`src/rtl/phase_interleaver_pkg.sv`:
```
package phase_interleaver_pkg;

  // Strobes from the control half to the datapath half
  typedef struct packed {
    logic clear;    // return ring and count to their reset values
    logic advance;  // take one ring step and count one trigger
  } stepStrobe_t;

  // Mask with every odd-numbered bit set
  function automatic logic [63:0] oddMask64();
    logic [63:0] m;
    for (int i = 0; i < 64; i++) m[i] = (i % 2 == 1);
    return m;
  endfunction

endpackage

```
`src/rtl/phase_interleaver_ctrl.sv`:
```
module phase_interleaver_ctrl
  import phase_interleaver_pkg::*;
(
  input  logic        sampleClk,
  input  logic        rst,
  input  logic        cmpBelow,
  input  logic        gearSel,
  output stepStrobe_t strobe,
  output logic        gearQ
);

  // Trigger qualification is combinational so the reaction lands on the
  // same edge that sampled the decision.
  always_comb begin
    strobe.clear   = rst;
    strobe.advance = cmpBelow & ~rst;
  end

  // Gear latch, three-to-two after reset
  always_ff @(posedge sampleClk) begin
    if (rst) gearQ <= 1'b1;
    else     gearQ <= gearSel;
  end

endmodule

```
`src/rtl/phase_interleaver_ring.sv`:
```
module phase_interleaver_ring
  import phase_interleaver_pkg::*;
#(
  parameter int PHASES  = 16,
  parameter int COUNT_W = 16
) (
  input  logic               sampleClk,
  input  stepStrobe_t        strobe,
  input  logic               gearQ,
  output logic [PHASES-1:0]  unitClk,
  output logic [COUNT_W-1:0] trigCount
);

  localparam int LAST = PHASES - 1;

  logic [PHASES-1:0] stage;

  // Twisted ring: stage 0 loads the inverse of the last stage
  always_ff @(posedge sampleClk) begin
    if (strobe.clear)        stage <= '0;
    else if (strobe.advance) stage <= {stage[LAST-1:0], ~stage[LAST]};
  end

  always_ff @(posedge sampleClk) begin
    if (strobe.clear)        trigCount <= '0;
    else if (strobe.advance) trigCount <= trigCount + 1'b1;
  end

  // Odd-numbered outputs invert in three-to-two gear
  for (genvar k = 0; k < PHASES; k++) begin : g_out
    if (k % 2 == 1) begin : g_odd
      assign unitClk[k] = stage[k] ^ gearQ;
    end else begin : g_even
      assign unitClk[k] = stage[k];
    end
  end

endmodule

```
`src/rtl/phase_interleaver.sv`:
```
module phase_interleaver
  import phase_interleaver_pkg::*;
#(
  parameter int PHASES  = 16,
  parameter int COUNT_W = 16
) (
  input  logic               sampleClk,
  input  logic               rst,
  input  logic               cmpBelow,
  input  logic               gearSel,
  output logic [PHASES-1:0]  unitClk,
  output logic [COUNT_W-1:0] trigCount
);

  stepStrobe_t strobe;
  logic        gearLive;

  phase_interleaver_ctrl u_ctrl (
    .sampleClk (sampleClk),
    .rst       (rst),
    .cmpBelow  (cmpBelow),
    .gearSel   (gearSel),
    .strobe    (strobe),
    .gearQ     (gearLive)
  );

  phase_interleaver_ring #(
    .PHASES  (PHASES),
    .COUNT_W (COUNT_W)
  ) u_ring (
    .sampleClk (sampleClk),
    .strobe    (strobe),
    .gearQ     (gearLive),
    .unitClk   (unitClk),
    .trigCount (trigCount)
  );

endmodule

```
`config.mk`:
```
export PLATFORM = sky130hd
export DESIGN_NAME = phase_interleaver
export DESIGN_NICKNAME = d
export VERILOG_FILES = /design/src/rtl/phase_interleaver_pkg.sv /design/src/rtl/phase_interleaver_ctrl.sv /design/src/rtl/phase_interleaver_ring.sv /design/src/rtl/phase_interleaver.sv
export SDC_FILE = /design/constraint.sdc
export NUM_CORES = 1
export LEC_CHECK = 0
export BUFFER_PORTS_ARGS = -buffer_cell sky130_fd_sc_hd__buf_4
export CAP_MARGIN = 10
export CORE_MARGIN = 8
export CORE_UTILIZATION = 53
export CTS_BUF_LIST = sky130_fd_sc_hd__clkbuf_4 sky130_fd_sc_hd__clkbuf_8
export CTS_CLUSTER_DIAMETER = 60
export DETAILED_ROUTE_END_ITERATION = 8
export PLACE_DENSITY = 0.8
export RECOVER_POWER = 100
export SLEW_MARGIN = 20
export SYNTH_ARGS = -nofsm -noshare
export SYNTH_HDL_FRONTEND = slang
export SYNTH_SLANG_ARGS = --single-unit
```
`constraint.sdc`:
```
create_clock -name sampleClk -period 1.6 [get_ports sampleClk]
set_input_delay 0.32 -clock sampleClk [delete_from_list [all_inputs] [get_ports sampleClk]]
set_output_delay 0.32 -clock sampleClk [all_outputs]
set_load 0.005 [all_outputs]
```
* Word level (Yosys, flattened, before mapping)
Cells that the tools add are included.
** Storage, ports and cells
- Bits in registers :: 33
** Operators by class
- $add $sub $neg :: 1
- Bitwise gates (word level) :: 11
** Operators with widths (count)
- adder 16 x 1 -> 16 bit, second input constant :: 1
- bitwise XOR 1 bit :: 8
- NOT 1 bit :: 2
- bitwise AND 1 bit :: 1

* Logic depth before layout (Yosys ltp)
- Word-level depth :: 2
- Gate-level depth with buffers :: 5
- Mapped depth without buffers :: 5

* Cells and area by module
Synthesis repeated with hierarchy kept, for this count alone.
** Unflattened totals
- Cell total of the unflattened synthesis :: 159
- Area, all modules :: 1522.7 um^2
** Modules (own cells, without submodules)
- phase_interleaver_ring :: instances 1, cells an instance 155, area each 1480.2 um^2, seq. area each 640.6 um^2
- phase_interleaver_ctrl :: instances 1, cells an instance 4, area each 42.5 um^2, seq. area each 20.0 um^2

* Worst setup path after synthesis
OpenSTA, ideal clock, no wires.
- Path kind :: reg-to-reg
- Start :: register u_ring.trigCount[0]
- End :: register u_ring.trigCount[14]
- Library setup time :: 71 ps
- Arrival :: 1365 ps
- Required time :: 1529 ps
- Slack :: 164 ps
- Stages on the path, launching flop included :: 6
- Buffers on the path :: 0
- Period minus slack after synthesis :: 1436 ps
- Cells stage by stage :: dfxtp_1 -> ha_1 -> and4b_1 -> nand3_2 -> or3_1 -> a21oi_1
** On the way
- Cells in the longest elaborated chain, start to end :: 1
** RTL lines
- start: declaration :: RTL line phase_interleaver_ring.sv:11 : output logic [COUNT_W-1:0] trigCount
- start signal: assignment :: RTL line phase_interleaver_ring.sv:26 : else if (strobe.advance) trigCount <= trigCount + 1'b1;
- adder 16 x 1 -> 16 bit :: RTL line phase_interleaver_ring.sv:26
No other way between the ends.
A chain may end at the register's enable or synchronous reset.

* Final worst setup path
- Start :: register u_ctrl.gearQ
- End :: output port unitClk[1]
** On the way
- Cells in the longest elaborated chain, start to end :: 1
** RTL lines
- start: declaration :: RTL line phase_interleaver_ctrl.sv:9 : output logic gearQ
- start signal: assignment :: RTL line phase_interleaver_ctrl.sv:22 : else gearQ <= gearSel;
- bitwise XOR 1 bit :: RTL line phase_interleaver_ring.sv:32 : assign unitClk[k] = stage[k] ^ gearQ;
- end: declaration :: RTL line phase_interleaver.sv:11 : output logic [PHASES-1:0] unitClk,
No other way between the ends.

==> metrics.yaml <==
power:
  power.density_mw_per_mm2: 821
  intPower_mw: 1.11
  p_sw_mw: 0.307
  leakage_nw: 0.752
  irDropWorstVdd_mv: 0.618
  clkPwrFrac_pct: 33.3
  seq_power_share_pct: 59.9
  combinationalPowerShare_pct: 6.8
  netSwitchingFraction_pct: 21.7
drt:
  drtAntennaViolNets: 0
  vias: 1078
  vias_per_cell: 5.06
  drt-pass1-iter-count: 3
  drtIter0Drc: 66
  totalWireLength_um: 2790
  routedWlPerCell_um: 13.1
  remaining_drc_errors: 0
job:
  cap_violations: 0
clock_network:
  tritoncts: "yes"
  clk_latency_ps: 320
  clkTransAtPathRegs_ps: 90
  h-tree-depth: 2
  cts_buffers: 5
  numClockSinks: 33
  clockBufferDepth: 2
  cts.root.buffer_cell: "clkbuf_4"
  holdBufCountCts: 0
die:
  dieArea_sq_mm: 0.00463
  die_w_um: 68.0
  start_util_pct: 53.9
  fp.dieH_um: 68.0
  rows: 19
  core_area_sq_mm: 0.00266
  ios: 36
logic_synthesis:
  synthTopCellsByArea: "dfxtp_1 (46%), mux2i_1 (11%), xor2_1 (10%)"
  avgSynthCellArea_sq_um: 9.70
  synth.distinct_cells: 25
  ys_seq_area_share_pct: 46.0
  yosysWarningCount: 0
  synthFlopType: "dfxtp_1"
  synth_seq_cells: 33
  synthArstFlopShare_pct: 0
  synth_most_common_cell: "dfxtp_1"
  synth_edf_count: 0
  synth_area_sq_mm: 0.00144
  synth_top_area_share_pct: 46.0
  synth_common_cells: "dfxtp_1 (33), nor2_1 (28), xor2_1 (17)"
  syn_nets: 153
  synth_top_area_cell: "dfxtp_1"
  netlist_instances: 148
sta:
  setup_viol: 0
  setup_tns_ps: 0
  post-route-period-util_pct: 92.4
  max_freq_mhz: 676
  rsz0062_at_grt: "false"
  slew_violations: 0
  finClkSkew_ps: 7.89
  hold_viol: 0
  period_minus_slack_ps: 1480
  worst_slew_pin_slew_ps: 697
  relSlewSlack_pct: 53.5
global_route:
  antenna_found_initial: 0
  grt_pass1_vias: 1109
  track_usage_pct: 13.8
  grt_overflow: 0
  grt_pass1_wl_um: 4990
  grt_max_degree: 20
setup_path:
  cp.arrival_ps: 1160
  path_class: "reg -> out"
  end_kind: "output port"
  required_ps: 1280
  rr_worst_depth: 5
  path_max_fanout: 8
  cp-start-kind: "flip-flop"
final_layout:
  postLayoutCellArea_sq_mm: 0.00172
  area_growth_pct: 20.0
  antenna_cells: 0
  fin_nets: 187
  layout-drive-gt1-share_pct: 26.4
placement:
  port_buffers: 35
  place_area_sq_mm: 0.00169
  gp_congestion: 0.807
  dp_hpwl_um: 2130
hold_path:
  hold_depth: 2
  hold_path.class: "in -> reg"
status:
  status: "finished, final reports clean"
==> stage by stage <==
stage / power [mW] / utilization, % / cells / setup slack (ps) / hold WS, ps
floorplan: 0.924 / - / 148 / 164 / 417
global placement: 0.967 / 63.6 / 206 / 192 / 471
detailed placement: 0.971 / 63.6 / 206 / 134 / 483
CTS: 1.45 / 65.8 / 213 / 90.2 / 155
global route: 1.49 / 64.7 / 213 / 16.7 / 165
finish: 1.41 / 64.7 / 213 / 122 / 175
==> power by group through the flow <==
stage	Clock (mW)	Sequential (mW)	Combinational [mW]
floorplan	0	0.860	0.0643
global placement	0	0.864	0.103
detailed placement	0	0.866	0.106
CTS	0.493	0.847	0.106
global route	0.531	0.849	0.108
finish	0.470	0.847	0.0960
==> worst paths after layout <==
kind	from	end	slack, ps
max	u_ctrl.gearQ	unitClk[1]	120
min	gearSel	u_ctrl.gearQ	170
max reg2reg	u_ring.trigCount[1]	u_ring.trigCount[14]	150
min reg2reg	u_ring.stage[15]	u_ring.stage[0]	490
==> flip-flops by register name, indices dropped and copies added (netlist names) <==
name / flops
u_ctrl.gearQ: 1
u_ring.stage: 16
u_ring.trigCount: 16
==> kinds of logic after synthesis <==
| group | share of synthesized area, % |
|---|---|
| AO/OA/AOI/OAI | 3.31 |
| multiplexers | 11.2 |
| buffers and inverters | 7.24 |
| flip-flops | 46.0 |
| XOR/XNOR | 11.6 |
| AND/OR/NAND/NOR | 19.8 |
| adder cells (fa/ha/maj) | 0.872 |
==> cells in the final DEF (no fill, tap or decap), types with 2 or more instances in the layout <==
cell      netlist  layout
a21oi_1         4       4
and3_1          2       2
and4_1          2       2
buf_4           9       7
clkbuf_1        4       8
clkbuf_4        0      33
dfxtp_1        33      31
dfxtp_2         0       2
mux2i_1        16      16
nand2_1         4       4
nand3_1         3       3
nand4_1         5       5
nor2_1         28      28
o21ai_1         4       4
or3_1           4       4
xnor2_1         2       2
xor2_1         17      17
==> final cells by class <==
| class | count | area [sq um] |
|---|---|---|
| multi-input cells | 99 | 671 |
| clock buffers | 7 | 58.8 |
| flip-flops and latches | 33 | 663 |
| well taps | 31 | 38.8 |
| repair buffers | 43 | 290 |
| fillers | 235 | 941 |
==> worst max-delay path, cell delays in order, from the launching register on <==
cell and delay [ps]:
dfxtp_2 480, xor2_1 190, clkbuf_4 170
==> layer usage <==
layer	up-vias	global-route usage [%]	routed length, um
met5	-	0	0
met4	0	5.37	22
met3	2	5.07	163
li1	559	-	-
met2	22	22.9	1340
met1	495	15.9	1260
==> timing repair <==
action | CTS | global route
endpoints found under the hold margin | 0 | 0
pin swaps | 0 | 0
setup buffers | 0 | 0
gates resized for setup | 1 | 1
setup endpoints to repair | 5 | 1
Power figures use the tool's default switching activity.
